===== src/rtl/ptlb_pkg.sv =====
// Shared result encoding and the per-half access decision for the
// paired-page translation buffer.
package ptlb_pkg;

    typedef enum logic [1:0] {
        RES_MATCH   = 2'b00,
        RES_INVALID = 2'b01,
        RES_DIRTY   = 2'b10,
        RES_NOMATCH = 2'b11
    } ptlb_res_e;

    // Decide the outcome for a hitting entry's selected half.
    function automatic ptlb_res_e half_outcome(input logic valid,
                                               input logic dirty,
                                               input logic is_store);
        if (!valid)
            return RES_INVALID;
        else if (is_store && !dirty)
            return RES_DIRTY;
        else
            return RES_MATCH;
    endfunction

endpackage


===== src/rtl/ptlb_store.sv =====
// Entry storage. Holds tag, address-space tag, global flag and two
// half-page records (valid, dirty, frame) per entry.
// Assumes: one write per cycle by index; an out-of-range index writes nothing.
module ptlb_store #(
    parameter int ENTRIES = 16,
    parameter int VPN2_W  = 19,
    parameter int ASID_W  = 8,
    parameter int FRAME_W = 20,
    localparam int IDX_W  = $clog2(ENTRIES)
) (
    input  logic               clk,
    input  logic               rst_n,
    input  logic               wr_en,
    input  logic [IDX_W-1:0]   wr_idx,
    input  logic [VPN2_W-1:0]  wr_vpn2,
    input  logic [ASID_W-1:0]  wr_asid,
    input  logic               wr_global,
    input  logic [1:0]         wr_valid,
    input  logic [1:0]         wr_dirty,
    input  logic [FRAME_W-1:0] wr_frame [2],
    output logic [VPN2_W-1:0]  ent_vpn2  [ENTRIES],
    output logic [ASID_W-1:0]  ent_asid  [ENTRIES],
    output logic               ent_glob  [ENTRIES],
    output logic [1:0]         ent_valid [ENTRIES],
    output logic [1:0]         ent_dirty [ENTRIES],
    output logic [FRAME_W-1:0] ent_frame [ENTRIES][2]
);

    for (genvar e = 0; e < ENTRIES; e++) begin : g_ent
        logic sel;
        assign sel = wr_en && (wr_idx == IDX_W'(e));

        // Clear the entry on reset, load it when its index is written.
        always_ff @(posedge clk) begin
            if (!rst_n) begin
                ent_vpn2[e]     <= '0;
                ent_asid[e]     <= '0;
                ent_glob[e]     <= 1'b0;
                ent_valid[e]    <= '0;
                ent_dirty[e]    <= '0;
                ent_frame[e][0] <= '0;
                ent_frame[e][1] <= '0;
            end else if (sel) begin
                ent_vpn2[e]     <= wr_vpn2;
                ent_asid[e]     <= wr_asid;
                ent_glob[e]     <= wr_global;
                ent_valid[e]    <= wr_valid;
                ent_dirty[e]    <= wr_dirty;
                ent_frame[e][0] <= wr_frame[0];
                ent_frame[e][1] <= wr_frame[1];
            end
        end
    end

endmodule


===== src/rtl/ptlb_match.sv =====
// Parallel tag comparison. Flags every entry whose region tag equals the
// lookup tag and whose address space agrees (or which is global).
// Assumes: purely combinational; no priority is applied here.
module ptlb_match #(
    parameter int ENTRIES = 16,
    parameter int VPN2_W  = 19,
    parameter int ASID_W  = 8
) (
    input  logic [VPN2_W-1:0] ent_vpn2 [ENTRIES],
    input  logic [ASID_W-1:0] ent_asid [ENTRIES],
    input  logic              ent_glob [ENTRIES],
    input  logic [VPN2_W-1:0] lk_vpn2,
    input  logic [ASID_W-1:0] lk_asid,
    output logic [ENTRIES-1:0] hit_vec
);

    for (genvar e = 0; e < ENTRIES; e++) begin : g_cmp
        // One comparator per entry: region tag plus address-space rule.
        assign hit_vec[e] = (ent_vpn2[e] == lk_vpn2) &&
                            (ent_glob[e] || (ent_asid[e] == lk_asid));
    end

endmodule


===== src/rtl/ptlb_select.sv =====
// Priority pick and half mux. Chooses the lowest-indexed hitting entry and
// presents the valid, dirty and frame of the half named by odd_half.
// Assumes: outputs are don't-care when any_hit is low.
module ptlb_select #(
    parameter int ENTRIES = 16,
    parameter int FRAME_W = 20,
    localparam int IDX_W  = $clog2(ENTRIES)
) (
    input  logic [ENTRIES-1:0] hit_vec,
    input  logic               odd_half,
    input  logic [1:0]         ent_valid [ENTRIES],
    input  logic [1:0]         ent_dirty [ENTRIES],
    input  logic [FRAME_W-1:0] ent_frame [ENTRIES][2],
    output logic               any_hit,
    output logic               sel_valid,
    output logic               sel_dirty,
    output logic [FRAME_W-1:0] sel_frame
);

    logic [IDX_W-1:0] sel_idx;

    // Scan from the top down so the lowest hitting index is kept last.
    always_comb begin
        sel_idx = '0;
        for (int e = ENTRIES - 1; e >= 0; e--) begin
            if (hit_vec[e])
                sel_idx = IDX_W'(e);
        end
    end

    assign any_hit = |hit_vec;

    // Read the chosen half of the chosen entry.
    always_comb begin
        sel_valid = ent_valid[sel_idx][odd_half];
        sel_dirty = ent_dirty[sel_idx][odd_half];
        sel_frame = ent_frame[sel_idx][odd_half];
    end

endmodule


===== src/rtl/ptlb_resolve.sv =====
// Outcome formation. Turns the selected half and the access type into a
// result code, physical address and permissions.
// Assumes: zero address and no permission on every non-match outcome.
module ptlb_resolve #(
    parameter int PA_W      = 32,
    parameter int PAGE_BITS = 12,
    localparam int FRAME_W  = PA_W - PAGE_BITS
) (
    input  logic                 any_hit,
    input  logic                 sel_valid,
    input  logic                 sel_dirty,
    input  logic [FRAME_W-1:0]   sel_frame,
    input  logic                 is_store,
    input  logic [PAGE_BITS-1:0] page_off,
    output logic [1:0]           code,
    output logic [PA_W-1:0]      paddr,
    output logic                 rd_ok,
    output logic                 wr_ok
);

    import ptlb_pkg::*;

    ptlb_res_e res;

    // Pick the outcome: no hit first, then the half's own rules.
    always_comb begin
        if (!any_hit)
            res = RES_NOMATCH;
        else
            res = half_outcome(sel_valid, sel_dirty, is_store);
    end

    // Address and permissions only on a successful translation.
    always_comb begin
        code  = res;
        paddr = '0;
        rd_ok = 1'b0;
        wr_ok = 1'b0;
        if (res == RES_MATCH) begin
            paddr = {sel_frame, page_off};
            rd_ok = 1'b1;
            wr_ok = sel_dirty;
        end
    end

endmodule


===== src/rtl/ptlb_top.sv =====
// Paired-page translation buffer top. Fill port writes one entry per cycle;
// lookup port answers one cycle after the request from the contents seen
// at the request's clock edge (before any same-cycle write lands).
// Assumes: 4 KB pages (PAGE_BITS), one region = two pages; synchronous
// active-low reset.
module ptlb_top #(
    parameter int ENTRIES   = 16,
    parameter int VA_W      = 32,
    parameter int PA_W      = 32,
    parameter int ASID_W    = 8,
    parameter int PAGE_BITS = 12,
    localparam int IDX_W    = $clog2(ENTRIES),
    localparam int VPN2_W   = VA_W - PAGE_BITS - 1,
    localparam int FRAME_W  = PA_W - PAGE_BITS
) (
    input  logic               clk,
    input  logic               rst_n,
    input  logic               wr_en,
    input  logic [IDX_W-1:0]   wr_idx,
    input  logic [VPN2_W-1:0]  wr_vpn2,
    input  logic [ASID_W-1:0]  wr_asid,
    input  logic               wr_global,
    input  logic               wr_even_valid,
    input  logic               wr_even_dirty,
    input  logic [FRAME_W-1:0] wr_even_frame,
    input  logic               wr_odd_valid,
    input  logic               wr_odd_dirty,
    input  logic [FRAME_W-1:0] wr_odd_frame,
    input  logic               lk_valid,
    input  logic [VA_W-1:0]    lk_vaddr,
    input  logic               lk_write,
    input  logic [ASID_W-1:0]  lk_asid,
    output logic               rsp_valid,
    output logic [1:0]         rsp_code,
    output logic [PA_W-1:0]    rsp_paddr,
    output logic               rsp_rd_ok,
    output logic               rsp_wr_ok
);

    logic [VPN2_W-1:0]  ent_vpn2  [ENTRIES];
    logic [ASID_W-1:0]  ent_asid  [ENTRIES];
    logic               ent_glob  [ENTRIES];
    logic [1:0]         ent_valid [ENTRIES];
    logic [1:0]         ent_dirty [ENTRIES];
    logic [FRAME_W-1:0] ent_frame [ENTRIES][2];
    logic [FRAME_W-1:0] wr_frame  [2];

    logic [ENTRIES-1:0] hit_vec;
    logic               any_hit;
    logic               sel_valid;
    logic               sel_dirty;
    logic [FRAME_W-1:0] sel_frame;
    logic [1:0]         nxt_code;
    logic [PA_W-1:0]    nxt_paddr;
    logic               nxt_rd_ok;
    logic               nxt_wr_ok;

    assign wr_frame[0] = wr_even_frame;
    assign wr_frame[1] = wr_odd_frame;

    ptlb_store #(
        .ENTRIES (ENTRIES),
        .VPN2_W  (VPN2_W),
        .ASID_W  (ASID_W),
        .FRAME_W (FRAME_W)
    ) u_store (
        .clk       (clk),
        .rst_n     (rst_n),
        .wr_en     (wr_en),
        .wr_idx    (wr_idx),
        .wr_vpn2   (wr_vpn2),
        .wr_asid   (wr_asid),
        .wr_global (wr_global),
        .wr_valid  ({wr_odd_valid, wr_even_valid}),
        .wr_dirty  ({wr_odd_dirty, wr_even_dirty}),
        .wr_frame  (wr_frame),
        .ent_vpn2  (ent_vpn2),
        .ent_asid  (ent_asid),
        .ent_glob  (ent_glob),
        .ent_valid (ent_valid),
        .ent_dirty (ent_dirty),
        .ent_frame (ent_frame)
    );

    ptlb_match #(
        .ENTRIES (ENTRIES),
        .VPN2_W  (VPN2_W),
        .ASID_W  (ASID_W)
    ) u_match (
        .ent_vpn2 (ent_vpn2),
        .ent_asid (ent_asid),
        .ent_glob (ent_glob),
        .lk_vpn2  (lk_vaddr[VA_W-1 -: VPN2_W]),
        .lk_asid  (lk_asid),
        .hit_vec  (hit_vec)
    );

    ptlb_select #(
        .ENTRIES (ENTRIES),
        .FRAME_W (FRAME_W)
    ) u_select (
        .hit_vec   (hit_vec),
        .odd_half  (lk_vaddr[PAGE_BITS]),
        .ent_valid (ent_valid),
        .ent_dirty (ent_dirty),
        .ent_frame (ent_frame),
        .any_hit   (any_hit),
        .sel_valid (sel_valid),
        .sel_dirty (sel_dirty),
        .sel_frame (sel_frame)
    );

    ptlb_resolve #(
        .PA_W      (PA_W),
        .PAGE_BITS (PAGE_BITS)
    ) u_resolve (
        .any_hit   (any_hit),
        .sel_valid (sel_valid),
        .sel_dirty (sel_dirty),
        .sel_frame (sel_frame),
        .is_store  (lk_write),
        .page_off  (lk_vaddr[PAGE_BITS-1:0]),
        .code      (nxt_code),
        .paddr     (nxt_paddr),
        .rd_ok     (nxt_rd_ok),
        .wr_ok     (nxt_wr_ok)
    );

    // Register the response of an accepted lookup.
    always_ff @(posedge clk) begin
        if (!rst_n) begin
            rsp_valid <= 1'b0;
            rsp_code  <= '0;
            rsp_paddr <= '0;
            rsp_rd_ok <= 1'b0;
            rsp_wr_ok <= 1'b0;
        end else begin
            rsp_valid <= lk_valid;
            if (lk_valid) begin
                rsp_code  <= nxt_code;
                rsp_paddr <= nxt_paddr;
                rsp_rd_ok <= nxt_rd_ok;
                rsp_wr_ok <= nxt_wr_ok;
            end
        end
    end

endmodule


===== config.mk =====
export PLATFORM = sky130hd
export DESIGN_NAME = ptlb_top
export DESIGN_NICKNAME = d
export VERILOG_FILES = /design/src/rtl/ptlb_pkg.sv /design/src/rtl/ptlb_store.sv /design/src/rtl/ptlb_match.sv /design/src/rtl/ptlb_select.sv /design/src/rtl/ptlb_resolve.sv /design/src/rtl/ptlb_top.sv
export SDC_FILE = /design/constraint.sdc
export NUM_CORES = 2
export LEC_CHECK = 0
export BUFFER_PORTS_ARGS = -buffer_cell sky130_fd_sc_hd__buf_2
export CORE_MARGIN = 4
export CORE_UTILIZATION = 50
export CTS_CLUSTER_DIAMETER = 150
export CTS_CLUSTER_SIZE = 14
export DETAILED_ROUTE_END_ITERATION = 6
export GPL_TIMING_DRIVEN = 1
export PLACE_DENSITY_LB_ADDON = 0.05
export REMOVE_ABC_BUFFERS = 1
export SLEW_MARGIN = 5
export SYNTH_ARGS = -nofsm -noshare
export SYNTH_HDL_FRONTEND = slang
export SYNTH_SLANG_ARGS = --single-unit

===== constraint.sdc =====
create_clock -name clk -period 14 [get_ports clk]
set_clock_uncertainty 0.2 [all_clocks]
set_input_delay 3.5 -clock clk [delete_from_list [all_inputs] [get_ports clk]]
set_output_delay 3.5 -clock clk [all_outputs]
set_load 0.03 [all_outputs]

==> qor.txt <==
run status = complete, no violations
Max-Slew Margin vs Limit = 7.801%
number of synthesized register bits = 1189
Avg Synthesized Cell Area = 7.775 um^2
number of antenna violations at the first check in global routing = 13
die height = 342.3 um
maximum fanout count along the critical path = 142
WL final = 199300 um
maximum root-to-sink buffer count = 3
sequential share of the synthesized area = 42.61%
Final Hold Vio Count = 0
total of endpoints with negative setup slack in the final report = 0
yosys synthesis warning count = 0
Min-Delay Path Class = reg -> reg
post-layout minimum cycle time = 9577 ps
Num CTS Buffers = 94
Via-to-Cell Ratio = 5.825
Detailed Route Iter0 Violations = 5317
critical path, cell by cell = buf_2, xor2_1, nor4_1, nand2_1, nor4_1, nor3_1, nand2b_1, o21ai_4, buf_4, buf_12, nand2_1, a21oi_1, o21ai_0, o31ai_2, and2_1, a32o_1
Pre-Repair DR Iteration Count = 5
number of slew-limit violations in the final report = 0
half-perimeter wire length after placement = 108200 um
count of nets left with antenna violations after detail routing = 0
Worst Path Class, Setup = in -> reg
hold-fix buffer count after cts = 0
number of standard-cell rows in the floorplan = 122
average wire per standard cell = 23.91 um
clock transition at the registers of the reported paths = 70 ps
Buf/Inv on CP = 3
maximum single-stage delay on the critical path = 960 ps
Worst Setup End Kind = register
Sink Count = 1189
Netlist Area Pre-Place = 55860 um^2
area grow syn2layout = 5.788%
Pleak = 20.10 nW
clock latency of the later-clocked register in the worst-skew pair = 700 ps
overall track demand over capacity in global routing = 32.97%
critical path arrival = 10010 ps
CTS tree = built
async set or reset register ratio after synthesis = 0%
startpoint type of the worst setup path = input pin
IR Drop Worst-Case VDD = 0.09821 mV
overall via count from detail_route = 48560
Setup Total Neg Slack = 0 ps
timing-limited maximum frequency = 104.4 MHz
first-pass GRT wire length = 295200 um
initial standard-cell utilization of the core = 50.41%
I/O pin total = 158
count of cell types in the netlist = 79
number of nets in the layout = 6958
number of cells produced by synthesis = 7185
vias in the first global route = 45020
final worst-path cycle share = 68.41%
Core Footprint = 110800 um^2
data required time at the worst endpoint = 14430 ps
die width = 342.3 um
layout cells sized above 1 = 6.094%
CTS Root Cell = clkbuf_16
pin slew with the least headroom to its limit = 1370 ps
DRC violations left = 0
slowest stage cell, crit path = and2_1
cell family with the largest share of critical-path delay = simple AND/OR/NAND/NOR gates
Pwr Density = 107.9 nW/um^2
number of enable-type register cells in the synthesized netlist = 0
total overflow reported by the global router = 0
CTS HTree Levels = 3
placer's final routability congestion estimate = 0.8625
total of max-cap violations = 0
final hold slack = 245.2 ps
primary flip-flop cell chosen by synthesis mapping = dfxtp_1
RSZ-0062 raised after global routing = false
pin count of the biggest net entering global routing = 256
Die Footprint = 117100 um^2
post-CTS resize count = 0
number of port buffers = 157
setup fix buffers added after clock tree synthesis = 0
-- report_power, final --
| part | internal, mW | switching [mW] | total [mW] | leakage, nW |
|---|---|---|---|---|
| Combinational | 0.135 | 0.307 | 0.442 | 9.28 |
| Sequential | 3.42 | 0.0241 | 3.45 | 9.60 |
| Clock | 1.23 | 1.25 | 2.49 | 1.22 |
-- synth_stat cells (all sizes together) (9+ instances only) --
cell type | instances | area share [%]
nand2 | 2754 | 19
dfxtp | 1189 | 43
a21boi | 1155 | 16
clkbuf | 550 | 3.7
xor2 | 384 | 6.0
nand3 | 142 | 1.3
nor2 | 138 | 0.93
buf | 131 | 1.5
nor4 | 119 | 1.4
mux2i | 83 | 1.5
o21ai | 78 | 0.71
xnor2 | 48 | 0.75
a32o | 44 | 0.79
a211oi | 40 | 0.56
a21oi | 39 | 0.40
nand4 | 30 | 0.34
o22ai | 30 | 0.34
and2 | 22 | 0.25
inv | 20 | 0.13
nor3 | 16 | 0.20
o211ai | 16 | 0.22
or4 | 16 | 0.22
o221ai | 15 | 0.24
a221oi | 13 | 0.22
a311oi | 11 | 0.17
a31oi | 10 | 0.12
and3 | 9 | 0.10
-- cell usage in the layout (no fill, tap or decap), drive strengths merged, types with 5 or more instances in the layout --
cell	Yosys	final
o221ai	15	15
xnor2	48	48
or4	16	16
a32o	44	44
a22oi	6	6
or3	6	6
o21ai	78	78
mux2	6	6
a211oi	40	40
buf	131	237
clkbuf	550	99
a31oi	10	10
nand3	142	142
diode	0	5
a21boi	1155	1155
nor2b	7	7
o211ai	16	16
nor2	138	138
a2111oi	5	5
or2	5	5
and2	22	22
nand2	2754	2754
xor2	384	384
mux2i	83	83
a311oi	11	11
and3	9	9
nor3	16	16
nor4	119	119
o22ai	30	30
a21oi	39	39
dfxtp	1189	1189
nand2b	8	8
a22o	5	5
nand4	30	30
inv	20	22
a221oi	13	13
-- worst paths after layout --
| path | startpoint | slack, ps | to | cells after the start |
|---|---|---|---|---|
| hold reg to reg | rsp_paddr[2]$_SDFFE_PN0P_ | 250 | rsp_paddr[2]$_SDFFE_PN0P_ | 2 |
| hold / removal | rsp_paddr[2]$_SDFFE_PN0P_ | 250 | rsp_paddr[2]$_SDFFE_PN0P_ | 2 |
| setup reg to reg | u_store.ent_vpn2[198]$_SDFFE_PN0P_ | 7340 | rsp_paddr[10]$_SDFFE_PN0P_ | 15 |
| setup / recovery | lk_vaddr[27] | 4420 | rsp_paddr[10]$_SDFFE_PN0P_ | 16 |
-- metal layers --
metal / part of all wire, % / up-vias / track usage (%)
li1: - / 22700 / -
met1: 45 / 23550 / 48.51
met2: 44 / 1988 / 50.55
met3: 9.2 / 315 / 5.439
met4: 2.3 / 4 / 7.606
met5: 0.014 / - / 0
-- layout make-up --
| class | count | area (um^2) |
|---|---|---|
| diodes | 5 | 12.51 |
| clock buffers | 99 | 2456 |
| clock inverters | 3 | 33.78 |
| fillers | 10760 | 51730 |
| inverters | 20 | 75.07 |
| multi-input cells | 5295 | 29390 |
| flip-flops and latches | 1189 | 23800 |
| well taps | 1488 | 1862 |
| repair buffers | 237 | 1459 |
-- worst register-to-register path: stages (launching register included) --
cell and delay (ps):
dfxtp_1 320, xor2_1 150, nor4_1 820, nand2_1 250, nor4_1 680, nor3_1 250
nand2b_1 300, o21ai_4 280, buf_4 680, buf_12 570, nand2_1 160, a21oi_1 150
o21ai_0 110, o31ai_2 410, and2_1 960, a32o_1 310
-- flip-flops by register name (all words and copies together), names as in the netlist --
name / count
rsp_wr_ok: 1
u_store.ent_dirty: 32
rsp_paddr: 32
u_store.ent_frame: 640
rsp_rd_ok: 1
u_store.ent_asid: 128
rsp_code: 2
rsp_valid: 1
u_store.ent_vpn2: 304
u_store.ent_glob: 16
u_store.ent_valid: 32
-- cells by family (layout without fill, tap and decap cells) --
group	count (synthesis)	in the layout	synth area share, %
xor+xnor	432	432	6.773
compound gates	1492	1492	19.98
buf+inv	701	359	5.367
flops	1189	1189	42.61
simple gates	3281	3281	23.62
mux	90	90	1.649
other cells	0	5	0
-- through the flow --
stage	power (mW)	cells	cell area (um^2)	util, %	worst slack (ps)
6_report	6.376	8336	59090	53.32	4423
5_1_grt	6.551	8331	59080	53.31	4226
4_1_cts	6.407	8331	59080	53.31	4655
3_5_place_dp	3.956	8229	56590	51.07	3910
3_3_place_gp	3.953	8229	56590	51.07	3954
2_1_floorplan	3.703	6504	52940	-	229.3
Note: power is estimated with default switching activity, not from simulation.
